$ cat src/rtl/io_dec_pkg.sv
package io_dec_pkg;
  localparam int ADDR_W    = 8;
  localparam int DATA_W    = 8;
  localparam int SLOT_W    = 4;
  localparam int N_SLOTS   = 1 << SLOT_W;
  localparam int CTRL_BITS = 8;
  localparam int STAT_W    = 11;

  localparam logic [N_SLOTS-1:0] WR_SLOT_MASK = 16'h5755;
  localparam logic [N_SLOTS-1:0] RD_SLOT_MASK = 16'h1003;

  localparam logic [SLOT_W-1:0] SLOT_STAT1 = 4'h0;
  localparam logic [SLOT_W-1:0] SLOT_STAT2 = 4'h1;

  typedef struct packed {
    logic       jack_r_n;
    logic       jack_l_n;
    logic       fsw_ring;
    logic       fsw_tip;
    logic       enc_b;
    logic       enc_a;
    logic       pot_fb;
    logic [3:0] sw_row;
  } stat_vec_t;

  function automatic logic [DATA_W-1:0] fmt_stat1(input stat_vec_t s);
    return {3'b000, s.pot_fb, s.sw_row};
  endfunction

  function automatic logic [DATA_W-1:0] fmt_stat2(input stat_vec_t s);
    return {2'b00, s.jack_r_n, s.jack_l_n, s.fsw_ring, s.fsw_tip, s.enc_b, s.enc_a};
  endfunction
endpackage

$ cat src/rtl/io_status_sync.sv
module io_status_sync #(
  parameter int WIDTH  = 11,
  parameter int STAGES = 2
) (
  input  logic             clk,
  input  logic             rst,
  input  logic [WIDTH-1:0] d,
  output logic [WIDTH-1:0] q
);
  logic [WIDTH-1:0] stage [STAGES];

  genvar g;
  generate
    for (g = 0; g < STAGES; g++) begin : g_stage
      always_ff @(posedge clk) begin
        if (rst) stage[g] <= '0;
        else if (g == 0) stage[g] <= d;
        else stage[g] <= stage[(g == 0) ? 0 : g-1];
      end
    end
  endgenerate

  assign q = stage[STAGES-1];
endmodule

$ cat src/rtl/io_addr_decode.sv
module io_addr_decode #(
  parameter int                      SLOT_W  = 4,
  parameter logic [(1<<SLOT_W)-1:0]  WR_MASK = '1,
  parameter logic [(1<<SLOT_W)-1:0]  RD_MASK = '1
) (
  input  logic                     clk,
  input  logic                     rst,
  input  logic [SLOT_W-1:0]        slot,
  input  logic                     a0,
  input  logic                     rd,
  input  logic                     wr,
  input  logic                     cs,
  output logic                     wr_ok,
  output logic                     rd_ok,
  output logic [(1<<SLOT_W)-1:0]   wr_stb,
  output logic [(1<<SLOT_W)-1:0]   rd_stb
);
  localparam int N = 1 << SLOT_W;

  // direction must agree with address bit 0
  assign wr_ok = wr & cs & a0;
  assign rd_ok = rd & cs & ~a0;

  genvar g;
  generate
    for (g = 0; g < N; g++) begin : g_slot
      if (WR_MASK[g]) begin : g_wr
        always_ff @(posedge clk) begin
          if (rst) wr_stb[g] <= 1'b0;
          else     wr_stb[g] <= wr_ok && (slot == SLOT_W'(g));
        end
      end else begin : g_wr_none
        assign wr_stb[g] = 1'b0;
      end
      if (RD_MASK[g]) begin : g_rd
        always_ff @(posedge clk) begin
          if (rst) rd_stb[g] <= 1'b0;
          else     rd_stb[g] <= rd_ok && (slot == SLOT_W'(g));
        end
      end else begin : g_rd_none
        assign rd_stb[g] = 1'b0;
      end
    end
  endgenerate
endmodule

$ cat src/rtl/io_ctrl_latch.sv
module io_ctrl_latch #(
  parameter int ADDR_W    = 8,
  parameter int CTRL_BITS = 8
) (
  input  logic                 clk,
  input  logic                 rst,
  input  logic                 wr_ok,
  input  logic [ADDR_W-1:1]    addr_hi,
  output logic [CTRL_BITS-1:0] q
);
  localparam int SEL_W = $clog2(CTRL_BITS);
  localparam int WIN_LO = 2 + SEL_W;

  logic             in_window;
  logic [SEL_W-1:0] bit_sel;
  logic             set_val;

  assign in_window = (addr_hi[ADDR_W-1:WIN_LO] == '0);
  assign bit_sel   = addr_hi[WIN_LO-1:2];
  assign set_val   = addr_hi[1];

  genvar g;
  generate
    for (g = 0; g < CTRL_BITS; g++) begin : g_bit
      always_ff @(posedge clk) begin
        if (rst) q[g] <= 1'b0;
        else if (wr_ok && in_window && bit_sel == SEL_W'(g)) q[g] <= set_val;
      end
    end
  endgenerate
endmodule

$ cat src/rtl/io_read_mux.sv
module io_read_mux
  import io_dec_pkg::*;
#(
  parameter int SLOT_W_P = SLOT_W,
  parameter int DATA_W_P = DATA_W
) (
  input  logic                clk,
  input  logic                rst,
  input  logic                rd_ok,
  input  logic [SLOT_W_P-1:0] slot,
  input  stat_vec_t           stat,
  output logic [DATA_W_P-1:0] dout
);
  logic [DATA_W_P-1:0] nxt;

  always_comb begin
    nxt = '1;
    if (rd_ok) begin
      if (slot == SLOT_W_P'(SLOT_STAT1))      nxt = DATA_W_P'(fmt_stat1(stat));
      else if (slot == SLOT_W_P'(SLOT_STAT2)) nxt = DATA_W_P'(fmt_stat2(stat));
    end
  end

  always_ff @(posedge clk) begin
    if (rst) dout <= '1;
    else     dout <= nxt;
  end
endmodule

$ cat src/rtl/io_decoder_top.sv
module io_decoder_top
  import io_dec_pkg::*;
(
  input  logic                 clk,
  input  logic                 rst,
  input  logic [ADDR_W-1:0]    io_addr,
  input  logic                 io_rd,
  input  logic                 io_wr,
  input  logic                 io_cs,
  output logic                 xcvr_dir,
  output logic [DATA_W-1:0]    io_dout,
  output logic [N_SLOTS-1:0]   wr_stb,
  output logic [N_SLOTS-1:0]   rd_stb,
  input  logic [3:0]           sw_row,
  input  logic                 pot_fb,
  input  logic                 enc_a,
  input  logic                 enc_b,
  input  logic                 fsw_tip,
  input  logic                 fsw_ring,
  input  logic                 jack_l_n,
  input  logic                 jack_r_n,
  output logic [CTRL_BITS-1:0] ctrl_q
);
  logic              wr_ok, rd_ok;
  logic [SLOT_W-1:0] slot;
  stat_vec_t         stat_raw, stat_sync;

  assign xcvr_dir = io_addr[0];
  assign slot     = io_addr[ADDR_W-1:ADDR_W-SLOT_W];

  assign stat_raw = '{jack_r_n: jack_r_n, jack_l_n: jack_l_n, fsw_ring: fsw_ring,
                      fsw_tip: fsw_tip, enc_b: enc_b, enc_a: enc_a,
                      pot_fb: pot_fb, sw_row: sw_row};

  io_addr_decode #(
    .SLOT_W (SLOT_W),
    .WR_MASK(WR_SLOT_MASK),
    .RD_MASK(RD_SLOT_MASK)
  ) u_dec (
    .clk(clk), .rst(rst), .slot(slot), .a0(io_addr[0]),
    .rd(io_rd), .wr(io_wr), .cs(io_cs),
    .wr_ok(wr_ok), .rd_ok(rd_ok), .wr_stb(wr_stb), .rd_stb(rd_stb)
  );

  io_status_sync #(.WIDTH(STAT_W), .STAGES(2)) u_sync (
    .clk(clk), .rst(rst), .d(stat_raw), .q(stat_sync)
  );

  io_ctrl_latch #(.ADDR_W(ADDR_W), .CTRL_BITS(CTRL_BITS)) u_ctrl (
    .clk(clk), .rst(rst), .wr_ok(wr_ok),
    .addr_hi(io_addr[ADDR_W-1:1]), .q(ctrl_q)
  );

  io_read_mux u_rmux (
    .clk(clk), .rst(rst), .rd_ok(rd_ok), .slot(slot),
    .stat(stat_sync), .dout(io_dout)
  );
endmodule

$ cat config.mk
export PLATFORM = sky130hd
export DESIGN_NAME = io_decoder_top
export DESIGN_NICKNAME = d
export VERILOG_FILES = /design/src/rtl/io_dec_pkg.sv /design/src/rtl/io_status_sync.sv /design/src/rtl/io_addr_decode.sv /design/src/rtl/io_ctrl_latch.sv /design/src/rtl/io_read_mux.sv /design/src/rtl/io_decoder_top.sv
export SDC_FILE = /design/constraint.sdc
export NUM_CORES = 1
export LEC_CHECK = 0
export ABC_AREA = 1
export CORE_MARGIN = 2
export CORE_UTILIZATION = 42
export DETAILED_ROUTE_END_ITERATION = 8
export GPL_ROUTABILITY_DRIVEN = 1
export PLACE_DENSITY_LB_ADDON = 0.05
export SKIP_LAST_GASP = 1
export SYNTH_ARGS = -nofsm -noshare
export SYNTH_HDL_FRONTEND = slang
export SYNTH_SLANG_ARGS = --single-unit
export TNS_END_PERCENT = 50
$ cat constraint.sdc
create_clock -name clk -period 1.2 [get_ports clk]
set_input_delay 0.36 -clock clk [delete_from_list [all_inputs] [get_ports clk]]
set_output_delay 0.36 -clock clk [all_outputs]
set_load 0.005 [all_outputs]
==> flow_summary.yaml, run 1 <==
logic_synthesis:
  synthesis.area_mm2: 0.001807
  synth-seq-cells: 49
  syn_inst: 215
  synth_ff_type: "dfxtp_1"
  yosysUniqueCellTypes: 21
  yosysWarnings: 0
  synth_edf_count: 0
  yosysMostFrequentCell: "dfxtp_1"
  synth_top_area_share_pct: 54.29
  yosys-top-cells-count: "dfxtp_1 (49), nor2_1 (37), inv_1 (28), nand2_1 (28), buf_4 (22)"
  synth.top_cells.by_area: "dfxtp_1 (54%), buf_4 (9.1%), nor2_1 (7.7%)"
  synth_top_cell_by_area: "dfxtp_1"
  yosysSeqAreaShare_pct: 54.29
  syn-mean-instance-area_um2: 8.403
  synthArstFlopShare_pct: 0
floorplanning:
  start_util_pct: 44.53
  fp.dieH_um: 69.59
  die_area_mm2: 0.004842
  rows: 23
  coreArea_mm2: 0.004058
  dieWidth_um: 69.59
  io_pins: 73
power:
  p_leak_nw: 1.193
  intPower_mw: 2.421
  p_per_area_mw_per_mm2: 1219
  power_mw: 3.113
  irDropWorstVdd_v: 0.0007674
  p_clk_share_pct: 37.6
  share_comb_of_total_power_pct: 8.8
  power_frac_seq_pct: 53.6
  switchingPower_mw: 0.6926
  sw_frac_of_total_pct: 22.25
clocking:
  ctsHtreeMaxLevel: 2
  cts_tree: "built"
  numCtsBuffers: 5
  clk_pin_slew_ns: 0.09
  insertion_delay_ns: 0.30
  clock_sinks: 49
  root_buffer: "clkbuf_8"
  cts_buffer_depth: 2
global_routing:
  grt_pass1_wl_um: 5609
  grt_max_degree: 23
  grt_usage_pct: 14.51
  grt_pass1_vias: 1262
  grt_antenna_before_repair: 0
  grt-ovfl-total: 0
critical_path:
  critPathCaptureType: "primary output"
  rr_endpoint: "u_ctrl.q[0]$_SDFFE_PP0P_"
  path_max_fanout: 1
  crit_buf_inv: 1
  worstSetupPathType: "flip-flop to primary output"
  reg2reg_slack_ns: 0.51
  r2r_start: "u_ctrl.q[0]$_SDFFE_PP0P_"
  required_ns: 0.84
  rr_worst_depth: 3
  critPathLaunchType: "flip-flop"
  crit_path_cell_trace: "dlygate4sd2_1"
  crit_arrival_ns: 0.85
  slowest_delay_ns: 0.30
  crit_family: "flip-flops"
  slowest_stage: "dfxtp_1"
route:
  routed_via_density: 4.193
  m1WireLength_um: 1484
  detail-route-antenna-nets: 0
  highest_layer: "met4"
  dr_wl_met3_um: 253
  wl_met2_um: 1508
  drtIter0Drc: 52
  drc_errors: 0
  firstDrtPassIters: 4
  num_vias: 1409
  wire_per_inst_um: 9.854
  wl_um: 3311
status:
  violations: "negative setup slack"
  status: "complete, but fails checks"
timing:
  finalCritPeriodShare_pct: 100.8
  rsz0062_at_grt: "true"
  finalHoldViolations: 0
  min_period_ns: 1.209
  fin_skew_ns: 0.001573
  worst_slack_ns: -0.009459
  fmax_mhz: 826.8
  final_max_slew_viol_count: 0
  setup_viol: 1
hold_path:
  worstHoldStart: "rst"
  min_path_cells: 2
  hp-class: "input port to flip-flop"
  hold-path-endpoint: "u_dec.wr_stb[9]$_SDFF_PP0_"
cells_and_area:
  areaGrowthSynthToFinish_pct: 41.41
  nNetsFinal: 309
  antenna_cells: 0
  final_layout_size_suffix_gt1_share_pct: 24.48
  n_fill_cell: 364
  design_area_mm2: 0.002555
place:
  hpwl_um: 2341
  globalplace.congestion: 0.7475
  placed_cell_area_mm2: 0.002366
  place_ws_ns: -0.4966
  io_buffers: 52
flow_run:
  drv_cap: 0
[cell usage in the layout (no fill, tap or decap), drive strengths merged]
master	Yosys	final
clkdlybuf4s15	0	21
clkbuf	0	7
bufinv	0	1
clkinv	1	2
nand2	30	30
inv	30	30
a21oi	8	8
nand3	18	18
dlygate4sd2	0	2
dfxtp	49	49
nor3	5	5
buf	27	25
dlymetal6s2s	0	7
nor4	1	1
clkdlybuf4s50	0	15
nor2	45	45
conb	1	20
[cell type report]
| class | instances | area (um2) | area share, % |
|---|---|---|---|
| inverters | 31 | 121.4 | 4.750 |
| multi-input cells | 127 | 616.8 | 24.14 |
| well taps | 50 | 62.56 | 2.449 |
| repair buffers | 71 | 646.9 | 25.32 |
| clock buffers | 6 | 72.57 | 2.840 |
| clock inverters | 2 | 38.79 | 1.518 |
| flip-flops and latches | 49 | 996.0 | 38.98 |
[state kept, by name (all words and copies together), names as in the netlist]
register / cells
u_sync.stage: 22
u_dec.wr_stb: 9
u_ctrl.q: 8
u_rmux.dout: 7
u_dec.rd_stb: 3
[worst max path at each step]
stage	from	to	slack [ns]	cells after the start
global placement	io_addr[0]	xcvr_dir	-0.49	2
detailed placement	io_addr[0]	xcvr_dir	-0.50	2
floorplan	io_addr[4]	u_ctrl.q[1]$_SDFFE_PP0P_	0.10	8
finish	u_dec.wr_stb[6]$_SDFF_PP0_	wr_stb[6]	-0.009	1
CTS	io_addr[4]	u_ctrl.q[5]$_SDFFE_PP0P_	-0.12	6
global route	u_dec.wr_stb[12]$_SDFF_PP0_	wr_stb[12]	-0.04	1
[repair_timing]
item,in CTS,in global routing
buffers inserted,1,4
pin swaps,0,5
hold endpoints to repair,0,0
hold buffers,0,0
resized for setup,83,23
endpoints found under the setup margin,54,49
[worst register-to-register path: cells and delay by family (launching register included)]
| family | cells | cell delay [ns] |
|---|---|---|
| DFF | 1 | 0.32 |
| buffers and inverters | 1 | 0.12 |
| AOI/OAI and AO/OA | 1 | 0.10 |
| and+or+nand+nor | 1 | 0.05 |
[cell families after synthesis]
group | synth area share (%)
AO/OA/AOI/OAI | 2.216
buffers and inverters | 17.80
flip-flops | 54.29
AND/OR/NAND/NOR | 25.48
other | 0.2076
[power by group through the flow]
stage	sequential (mW)	clock [mW]	combinational, mW
2_1_floorplan	1.71	0	0.172
3_3_place_gp	1.71	0	0.259
3_5_place_dp	1.71	0	0.261
4_1_cts	1.67	1.20	0.259
5_1_grt	1.67	1.26	0.308
6_report	1.67	1.17	0.274
[metrics by stage]
stage	cells	hold WS, ns	setup TNS, ns	utilization [%]
2_1_floorplan	234	0.3883	0	-
3_5_place_dp	323	0.3924	-15.89	58.31
3_3_place_gp	323	0.3889	-15.55	58.31
4_1_cts	332	0.4049	-1.340	60.84
5_1_grt	336	0.4218	-0.2946	62.97
6_report	336	0.4007	-0.009459	62.97
[metal layers]
layer / vias up / track usage [%]
li1: 740 / -
met1: 611 / 18.10
met2: 52 / 22.33
met3: 6 / 3.779
met4: 0 / 8.932
met5: - / 0
Power figures use the tool's default switching activity.
==> run 2, diff against run 1 <==
--- a/config.mk
+++ b/config.mk
@@ -6,12 +6,14 @@
 export NUM_CORES = 1
 export LEC_CHECK = 0
 export ABC_AREA = 1
+export CORE_ASPECT_RATIO = 1.2
 export CORE_MARGIN = 2
 export CORE_UTILIZATION = 42
 export DETAILED_ROUTE_END_ITERATION = 8
-export GPL_ROUTABILITY_DRIVEN = 1
+export GPL_ROUTABILITY_DRIVEN = 0
 export PLACE_DENSITY_LB_ADDON = 0.05
 export SKIP_LAST_GASP = 1
+export SLEW_MARGIN = 20
 export SYNTH_ARGS = -nofsm -noshare
 export SYNTH_HDL_FRONTEND = slang
 export SYNTH_SLANG_ARGS = --single-unit
==> run 2 against run 1 <==
  * The run now ends clean
  * Sequential share of layout area down 0.23 points
  * Die area is essentially flat
  * Hold slack gained 0.0031 ns
  * Non-clock buffer count decreased by 3
  * Final cell count is 0.89% higher
  * First-iteration DRC count up 37%
  * Clock power shrank 6%
==> flow_summary.yaml, run 2 (synthesis results as in run 1) <==
status:
  status: "finished clean"
cells_and_area:
  nNetsFinal: 307
  areaGrowthSynthToFinish_pct: 41.90
  largestRegisters: "u_sync.stage: 22 flops, u_dec.wr_stb: 9 flops, u_ctrl.q: 8 flops"
  final_common_cell: "dfxtp_1"
  final_layout_size_suffix_gt1_share_pct: 21.20
  largest_reg_flops: 22
  antenna_cells: 0
  final_cell_mix: "dfxtp_1 (39), nor2_1 (36), nand2_1 (27)"
  top_register: "u_sync.stage"
clocking:
  clock_sinks: 49
  insertion_delay_ns: 0.29
  cts_tree: "built"
  ctsHtreeMaxLevel: 2
  cts_buffer_depth: 2
  clk_pin_slew_ns: 0.08
  numCtsBuffers: 5
  cts_hold_buf: 0
  root_buffer: "clkbuf_8"
global_routing:
  grt_pass1_wl_um: 4602
  grt_pass1_vias: 1099
  grt_usage_pct: 12.32
  grt_max_degree: 23
  grt-ovfl-total: 0
  grt_antenna_before_repair: 0
floorplanning:
  coreArea_mm2: 0.004197
  dieWidth_um: 63.88
  io_pins: 73
  rows: 26
  die_area_mm2: 0.004845
  fp.dieH_um: 75.85
  start_util_pct: 43.05
critical_path:
  crit_path_cell_trace: "dlygate4sd2_1"
  worstSetupPathType: "flip-flop to primary output"
  critPathLaunchType: "flip-flop"
  path_max_fanout: 1
  crit_family: "flip-flops"
  slowest_stage: "dfxtp_1"
  required_ns: 0.84
  critPathCaptureType: "primary output"
  crit_arrival_ns: 0.83
  slowest_delay_ns: 0.30
  crit_buf_inv: 1
timing:
  finalCritPeriodShare_pct: 99.23
  worst_slack_ns: 0.009297
  fin_skew_ns: 0.002403
  rsz0062_at_grt: "true"
  holdWs_ns: 0.4038
  final_max_slew_viol_count: 0
  setup_viol: 0
  min_period_ns: 1.191
  fmax_mhz: 839.8
  finalHoldViolations: 0
power:
  p_per_area_mw_per_mm2: 1185
  p_leak_nw: 1.176
  irDropWorstVdd_v: 0.0008177
route:
  detail-route-antenna-nets: 0
  num_vias: 1404
  firstDrtPassIters: 4
  wire_per_inst_um: 8.920
  routed_via_density: 4.142
  drc_errors: 0
  drtIter0Drc: 71
  wl_um: 3024
hold_path:
  hp-class: "input port to flip-flop"
place:
  place_ws_ns: -0.4942
  hpwl_um: 2283
  io_buffers: 52
flow_run:
  drv_cap: 0
## run 2: changes by cell type in the layout (fill, tap and decap cells not counted), sizes merged
cell / delta
buf: -8
clkbuf: -1
clkdlybuf4s15: +3
dlygate4sd2: +3
dlymetal6s2s: -1
nor2: +1
## run 2: worst paths after layout
path	end	from	depth (start not counted)	slack [ns]
max	wr_stb[8]	u_dec.wr_stb[8]$_SDFF_PP0_	1	0.009
min	u_dec.wr_stb[4]$_SDFF_PP0_	io_addr[6]	3	0.40
max reg2reg	u_ctrl.q[4]$_SDFFE_PP0P_	u_ctrl.q[4]$_SDFFE_PP0P_	3	0.51
min reg2reg	u_sync.stage[1][0]$_SDFF_PP0_	u_sync.stage[0][0]$_SDFF_PP0_	2	0.40
## run 2: layer usage
metal,global-route usage [%],vias up,share of wire (%)
li1,-,741,-
met1,12.75,621,40
met2,22.57,37,54
met3,4.284,5,5.4
met4,5.797,0,1.3
met5,0,-,0
## run 2: area by class of cell
class / instances / area [um2]
Inverter: 31 / 121.4
Sequential cell: 49 / 993.5
Fill cell: 395 / 1633
Timing Repair Buffer: 68 / 641.9
Multi-Input combinational cell: 128 / 633.1
Clock buffer: 5 / 68.82
Clock inverter: 2 / 35.03
Tap cell: 56 / 70.07
## run 2: tightest hold or removal path, stage by stage
cell            delay (ns)
dlymetal6s2s_1        0.15
nand2_1               0.09
nor2_1                0.04
## run 2: through the flow
stage | area, um2 | power (mW) | utilization [%] | TNS (ns) | std cells
CTS | 2495 | 3.058 | 59.45 | -0.9980 | 338
global placement | 2381 | 1.969 | 56.74 | -14.93 | 330
detailed placement | 2381 | 1.972 | 56.74 | -15.44 | 330
floorplan | 1878 | 1.880 | - | 0 | 234
finish | 2564 | 3.038 | 61.09 | 0 | 339
global route | 2564 | 3.188 | 61.09 | -0.3252 | 339
## run 2: where the power goes
group | total (mW) | internal (mW) | switching, mW
clock network | 1.10 | 0.605 | 0.491
logic | 0.272 | 0.129 | 0.142
registers | 1.67 | 1.66 | 0.00841
total | 3.04 | 2.40 | 0.642
## run 2: repair_timing
action	CTS	global route
setup buffers	1	0
pin swaps	1	5
endpoints found under the setup margin	51	49
resized for setup	70	22
gates cloned	0	1
